--- src/rtl/modesel_counter_pkg.sv ---
// Package: shared types and sizing for the mode-selectable counter.
// Assumes: nothing beyond IEEE 1800-2017.
package modesel_counter_pkg;

    // Default counter width; the orderings are defined for any width >= 2.
    localparam int unsigned CNT_W_DEFAULT = 3;

    // Ordering select carried on the mode pin.
    typedef enum logic {
        ORDER_BINARY = 1'b0,
        ORDER_GRAY   = 1'b1
    } order_e;

endpackage

--- src/rtl/modesel_bin_next.sv ---
// Module: binary successor. Gives (cur + 1) modulo 2**W.
// Assumes: cur is a plain unsigned value; the wrap comes from truncation.
module modesel_bin_next #(
    parameter int unsigned W = 3
) (
    input  logic [W-1:0] cur,
    output logic [W-1:0] nxt
);

    // Purpose: increment with natural wrap from all-ones to zero.
    always_comb begin
        nxt = cur + W'(1);
    end

endmodule

--- src/rtl/modesel_gray_next.sv ---
// Module: reflected-Gray successor. Decodes cur to binary with a prefix
// XOR, increments, and re-encodes.
// Assumes: cur holds a valid reflected Gray code word (every W-bit word is one).
module modesel_gray_next #(
    parameter int unsigned W = 3
) (
    input  logic [W-1:0] cur,
    output logic [W-1:0] nxt
);

    logic [W-1:0] as_bin;
    logic [W-1:0] bin_inc;

    // Purpose: Gray-to-binary decode; bit i is the XOR of bits W-1 down to i.
    for (genvar i = 0; i < W; i++) begin : g_decode
        assign as_bin[i] = ^cur[W-1:i];
    end

    // Purpose: advance the rank and re-encode it as Gray.
    always_comb begin
        bin_inc = as_bin + W'(1);
        nxt     = bin_inc ^ (bin_inc >> 1);
    end

endmodule

--- src/rtl/modesel_counter.sv ---
// Module: mode-selectable counter top. One state register; at each enabled
// edge it loads the binary or the Gray successor of its present value,
// as chosen by mode at that edge.
// Assumes: rst_n is synchronous, active low, and has priority over en.
module modesel_counter
    import modesel_counter_pkg::*;
#(
    parameter int unsigned W = CNT_W_DEFAULT
) (
    input  logic         clk,
    input  logic         rst_n,
    input  logic         en,
    input  logic         mode,
    output logic [W-1:0] count
);

    logic [W-1:0] state_q;
    logic [W-1:0] succ_bin;
    logic [W-1:0] succ_gray;
    logic [W-1:0] succ_sel;
    order_e       order_sel;

    modesel_bin_next #(.W(W)) u_bin_next (
        .cur (state_q),
        .nxt (succ_bin)
    );

    modesel_gray_next #(.W(W)) u_gray_next (
        .cur (state_q),
        .nxt (succ_gray)
    );

    // Purpose: pick the successor for the ordering selected this cycle.
    always_comb begin
        order_sel = order_e'(mode);
        succ_sel  = (order_sel == ORDER_GRAY) ? succ_gray : succ_bin;
    end

    // Purpose: state register with synchronous reset and hold on !en.
    always_ff @(posedge clk) begin
        if (!rst_n) begin
            state_q <= '0;
        end else if (en) begin
            state_q <= succ_sel;
        end
    end

    assign count = state_q;


    reset_clears_chk: assert property (@(posedge clk)
        !rst_n |=> (count == '0));


    hold_when_idle_chk: assert property (@(posedge clk) disable iff (!rst_n)
        !en |=> $stable(count));


    binary_step_chk: assert property (@(posedge clk) disable iff (!rst_n)
        (en && !mode) |=> (count == W'($past(count) + W'(1))));


    gray_one_bit_chk: assert property (@(posedge clk) disable iff (!rst_n)
        (en && mode) |=> ($countones(count ^ $past(count)) == 1));

endmodule

--- config.mk ---
export PLATFORM = sky130hd
export DESIGN_NAME = modesel_counter
export DESIGN_NICKNAME = d
export VERILOG_FILES = /design/src/rtl/modesel_counter_pkg.sv /design/src/rtl/modesel_bin_next.sv /design/src/rtl/modesel_gray_next.sv /design/src/rtl/modesel_counter.sv
export SDC_FILE = /design/constraint.sdc
export NUM_CORES = 1
export LEC_CHECK = 0
export CORE_AREA = 3 3 40 42
export DETAILED_ROUTE_END_ITERATION = 12
export DIE_AREA = 0 0 43 45
export PLACE_DENSITY = 0.43
export SYNTH_ARGS = -nofsm -noshare
export SYNTH_HDL_FRONTEND = slang
export SYNTH_HIERARCHICAL = 1
export SYNTH_SLANG_ARGS = --single-unit
--- constraint.sdc ---
create_clock -name clk -period 1.2 [get_ports clk]
set_clock_uncertainty 0.15 [all_clocks]
set_input_delay 0.24 -clock clk [delete_from_list [all_inputs] [get_ports clk]]
set_output_delay 0.24 -clock clk [all_outputs]
set_load 0.05 [all_outputs]
==> results.py, run 1 <==
metrics = {
    "grt": {
        "grt.overflow.total": 0,
        "grt_pass1_vias": 201,
        "antenna_found_initial": 0,
        "grt_usage_pct": 6.073,
        "grt_first_pass_wirelength_um": 821,
        "grt_max_degree": 7,
    },
    "detailed_routing": {
        "wl_per_cell_um": 9.913,
        "wl_um": 456,
        "drt_iter0_drc": 1,
        "drtAntennaViolNets": 0,
        "num_vias": 175,
        "vias_per_cell": 3.804,
        "dr.pass1.iters": 2,
        "drc": 0,
    },
    "worst_setup_path": {
        "worstPathRequired_ns": 0.81,
        "cp_slowest_cell": "dfxtp_4",
        "startpoint_type": "flip-flop",
        "max_stage_delay_ns": 0.36,
        "arrival_ns": 0.84,
        "end_kind": "output port",
        "cp_max_fo": 6,
        "crit_chain": "buf_6, buf_12",
        "crit_type": "flip-flop to output port",
    },
    "timing": {
        "min_period_over_period_pct": 102.8,
        "fin_crit_ns": 1.233,
        "relSlewSlack_pct": 90.32,
        "fmax_mhz": 810.8,
        "tightest_slew_ns": 0.1411,
        "setup_slack_ns": -0.03334,
        "setup_viol": 2,
        "fin_tns_setup_ns": -0.05998,
        "hold_violations": 0,
        "slew_viol_final": 0,
        "rsz0062_at_grt": "true",
    },
    "floorplanning": {
        "dieHeight_um": 45,
        "die_w_um": 43,
        "die-area_mm2": 0.001935,
        "core_area_mm2": 0.001285,
        "row_count": 13,
        "io-pin-count": 7,
        "start_util_pct": 13.83,
    },
    "power_and_ir_drop": {
        "p_comb_share_pct": 32.7,
        "switchingPower_mw": 0.1286,
        "clock_power_share_pct": 38.9,
        "power.density_mw_per_mm2": 1265,
        "ir_worst_vdd_uv": 320.3,
        "intPower_mw": 0.3129,
        "leakage_nw": 0.1475,
        "netSwitchingFraction_pct": 29.13,
        "total_power_mw": 0.4415,
        "p_seq_share_pct": 28.4,
    },
    "placed_design": {
        "port_buffers": 6,
        "dpl.hpwl_um": 346.5,
        "gp_routability_congestion": 0.6560,
        "dp.cells": 42,
    },
    "clocking": {
        "cts.path.max_buffers": 2,
        "cts_tree": "built",
        "cts_hold_buf": 0,
        "clkLatencyLatePin_ns": 0.23,
        "ctsResizeCount": 2,
        "root_buffer": "clkbuf_4",
        "numCtsBuffers": 3,
        "htreeDepth": 1,
        "clock_sinks": 3,
        "clkSlewWorstSetupHoldPaths_ns": 0.03,
        "post_cts_buffers": 0,
    },
    "finish": {
        "drive_above_1_share_pct": 41.94,
        "fin_util_pct": 27.17,
        "multi_input_area_um2": 116.4,
        "nNetsFinal": 37,
        "diodes": 0,
        "stdcell_count": 46,
        "largest_register_ffs": 3,
        "seq_area_um2": 71.32,
        "syn_to_final_growth_pct": 96.48,
        "nFillCells": 143,
    },
    "worst_hold_path": {
        "min-delay-path-class": "flip-flop to flip-flop",
    },
    "yosys": {
        "syn_nets": 24,
        "ys_ff_latch": 3,
        "ys_seq_area_share_pct": 33.80,
        "syn_avg_cell_area_um2": 9.351,
        "netlist_instances": 19,
        "synth_cell_types": 10,
        "ys_warn_count": 6,
        "syn_area_um2": 177.7,
    },
    "outcome": {
        "violations": "negative setup slack",
        "outcome": "finished with violations",
    },
    "flow_run": {
        "cap_violations": 0,
    },
}
==> logic make-up (layout without fill, tap and decap cells) <==
group                      count (synthesis)  in the layout  synth area share (%)
AOI/OAI and AO/OA                          7              7                 19.72
and+or+nand+nor                            1              1                 2.111
DFF                                        3              3                 33.80
buffers and inverters                      1             13                 2.111
adders and majority gates                  1              1                 7.041
muxes                                      4              4                 25.35
xor gates and xnor gates                   2              2                 9.861
==> through the flow <==
stage / hold WS, ns / setup slack (ns) / instance area (µm²)
floorplan: 0.1693 / -0.01449 / 188.9
global placement: 0.4176 / -0.1672 / 312.8
detailed placement: 0.4279 / -0.1871 / 312.8
CTS: 0.4368 / -0.04647 / 346.6
global route: 0.4934 / -0.06216 / 349.1
finish: 0.4330 / -0.03334 / 349.1
==> metal layers <==
metal,track usage [%],share of wire (%)
met3,1.594,6.8
met4,7.229,0
met2,9.581,45
met5,0,0
met1,6.010,48
==> worst max-delay path, delay by kind of cell (launching register included) <==
| kind | cells | cell delay [ns] |
|---|---|---|
| buffers and inverters | 2 | 0.25 |
| DFF | 1 | 0.36 |
==> layout make-up <==
type | instances | share of cell area, %
Tap cell | 15 | 5.376
Sequential cell | 3 | 20.43
Inverter | 1 | 1.075
Clock buffer | 4 | 7.527
Multi-Input combinational cell | 15 | 33.33
Timing Repair Buffer | 8 | 32.26
==> power groups by stage <==
stage	clock [mW]	sequential [mW]	combinational, mW
4_1_cts	0.183	0.126	0.145
3_3_place_gp	0	0.126	0.139
3_5_place_dp	0	0.127	0.141
6_report	0.172	0.126	0.144
5_1_grt	0.185	0.128	0.155
2_1_floorplan	0	0.155	0.0380
==> synthesized netlist by cell type <==
| cell | number | area [µm²] |
|---|---|---|
| a21oi_1 | 4 | 20.02 |
| dfxtp_1 | 3 | 60.06 |
| mux2i_1 | 3 | 30.03 |
| o21ai_0 | 3 | 15.01 |
| ha_1 | 1 | 12.51 |
| inv_1 | 1 | 3.750 |
| mux2_4 | 1 | 15.01 |
| nor2_1 | 1 | 3.750 |
| xnor2_1 | 1 | 8.760 |
| xor2_1 | 1 | 8.760 |
==> cell usage in the layout (no fill, tap or decap) <==
cell type / n
clkdlybuf4s50_1: 3
mux2i_1: 3
clkbuf_1: 1
xor2_1: 1
inv_1: 1
nor2_1: 1
a21oi_1: 4
dfxtp_4: 3
ha_2: 1
mux2_4: 1
buf_6: 2
buf_12: 3
o21ai_0: 3
xnor2_1: 1
clkbuf_4: 3
==> path summary, 6_finish.rpt <==
kind	slack [ns]	depth (start not counted)	from	to
min	0.43	2	count[0]	count[0]
min reg2reg	0.43	2	count[0]	count[0]
max	-0.03	2	count[0]	count[0]
max reg2reg	0.01	4	count[0]	count[2]
No activity file was read; power rests on OpenSTA's default activity.
==> run 2, diff against run 1 <==
--- a/config.mk
+++ b/config.mk
@@ -9,6 +9,7 @@
 export DETAILED_ROUTE_END_ITERATION = 12
 export DIE_AREA = 0 0 43 45
 export PLACE_DENSITY = 0.43
+export SLEW_MARGIN = 20
 export SYNTH_ARGS = -nofsm -noshare
 export SYNTH_HDL_FRONTEND = slang
 export SYNTH_HIERARCHICAL = 1
==> constraint.sdc (replaced) <==
create_clock -name clk -period 1.2 [get_ports clk]
set_clock_uncertainty 0.15 [all_clocks]
set_input_delay 0.12 -clock clk [delete_from_list [all_inputs] [get_ports clk]]
set_output_delay 0.12 -clock clk [all_outputs]
set_load 0.05 [all_outputs]
==> results.py, run 2 (same netlist as run 1, synthesis figures left out) <==
metrics = {
    "worst_setup_path": {
        "startpoint_type": "flip-flop",
        "worstPathRequired_ns": 1.16,
        "arrival_ns": 1.15,
        "crit_type": "flip-flop to flip-flop",
        "r2r_slack_ns": 0.02,
        "cp_max_fo": 6,
        "end_kind": "flip-flop",
    },
    "timing": {
        "tightest_slew_ns": 0.1898,
        "fin_crit_ns": 1.183,
        "setup_slack_ns": 0.01676,
        "fin_tns_setup_ns": 0,
        "hold_violations": 0,
        "min_period_over_period_pct": 98.60,
        "fmax_mhz": 845.1,
        "setup_viol": 0,
        "rsz0062_at_grt": "true",
        "relSlewSlack_pct": 87.31,
        "slew_viol_final": 0,
    },
    "grt": {
        "grt_first_pass_wirelength_um": 683,
        "antenna_found_initial": 0,
        "grt.overflow.total": 0,
        "grt_max_degree": 7,
        "grt_usage_pct": 5.237,
        "grt_pass1_vias": 182,
    },
    "finish": {
        "stdcell_count": 46,
        "diodes": 0,
        "syn_to_final_growth_pct": 96.48,
        "nNetsFinal": 37,
        "largest_register_ffs": 3,
        "final_cell_area_um2": 349.1,
        "drive_above_1_share_pct": 41.94,
        "nFillCells": 146,
        "layout_commonest_cell": "a21oi_1",
    },
    "floorplanning": {
        "die_w_um": 43,
        "die-area_mm2": 0.001935,
        "io-pin-count": 7,
        "dieHeight_um": 45,
        "row_count": 13,
        "core_area_mm2": 0.001285,
        "start_util_pct": 13.83,
    },
    "clocking": {
        "cts_hold_buf": 0,
        "htreeDepth": 1,
        "cts.path.max_buffers": 2,
        "clock_sinks": 3,
        "root_buffer": "clkbuf_4",
        "clkLatencyLatePin_ns": 0.23,
        "numCtsBuffers": 3,
        "cts_tree": "built",
        "clkSlewWorstSetupHoldPaths_ns": 0.04,
    },
    "placed_design": {
        "place_ws_ns": -0.09503,
        "dp.cells": 42,
        "port_buffers": 6,
        "dpl.hpwl_um": 323.4,
        "gp_routability_congestion": 0.6098,
        "placed_area_um2": 312.8,
    },
    "detailed_routing": {
        "dr.pass1.iters": 1,
        "num_vias": 173,
        "wl_per_cell_um": 9.130,
        "drt_iter0_drc": 0,
        "drc": 0,
        "wl_um": 420,
        "drtAntennaViolNets": 0,
        "vias_per_cell": 3.761,
    },
    "power_and_ir_drop": {
        "leakage_nw": 0.1463,
        "total_power_mw": 0.4431,
        "power.density_mw_per_mm2": 1269,
        "ir_worst_vdd_uv": 534.1,
    },
    "worst_hold_path": {
        "min-delay-path-class": "primary input to flip-flop",
    },
    "outcome": {
        "outcome": "completed",
    },
    "flow_run": {
        "cap_violations": 0,
    },
}
==> run 2: critical path: stages (launching register included) <==
cell and delay (ns):
dfxtp_4 0.38, mux2_4 0.30, mux2i_1 0.15, a21oi_1 0.08
==> run 2: metal layers <==
layer | wire length [µm] | vias up | GRT usage (%)
met5 | 0 | - | 0
met4 | 14 | 0 | 9.036
met3 | 49 | 2 | 1.594
met2 | 176 | 9 | 7.485
met1 | 179 | 70 | 4.556
li1 | - | 92 | -
==> run 2: layout make-up <==
class / instances / area (µm²) / share of cell area (%)
inverter: 1 / 3.754 / 1.075
tap: 15 / 18.77 / 5.376
multi-input combinational: 15 / 126.4 / 36.20
sequential: 3 / 68.82 / 19.71
clock buffer: 4 / 26.28 / 7.527
timing repair buffer: 8 / 105.1 / 30.11
==> run 2: final timing paths <==
| path | start | to | cells past startpoint |
|---|---|---|---|
| setup / recovery | count[0] | count[2] | 3 |
| hold / removal | rst_n | count[0] | 3 |
| setup reg to reg | count[0] | count[2] | 3 |
| hold reg to reg | count[0] | count[0] | 2 |
==> run 2: repair_timing <==
| action | CTS | global route |
|---|---|---|
| resized for setup | 1 | 0 |
| setup buffers | 0 | 0 |
| setup endpoints to repair | 1 | 1 |
==> run 2: where the power goes <==
group	internal (mW)	switching [mW]	leakage, nW
Clock	0.125	0.0523	0.0150
Sequential	0.110	0.0171	0.0264
Combinational	0.0765	0.0625	0.105
Total	0.311	0.132	0.146
==> run 2: through the flow <==
stage / util (%) / hold slack (ns)
floorplan: - / 0.04929
global placement: 24.34 / 0.4220
detailed placement: 24.34 / 0.4230
CTS: 27.17 / 0.3268
global route: 27.17 / 0.3525
finish: 27.17 / 0.3322
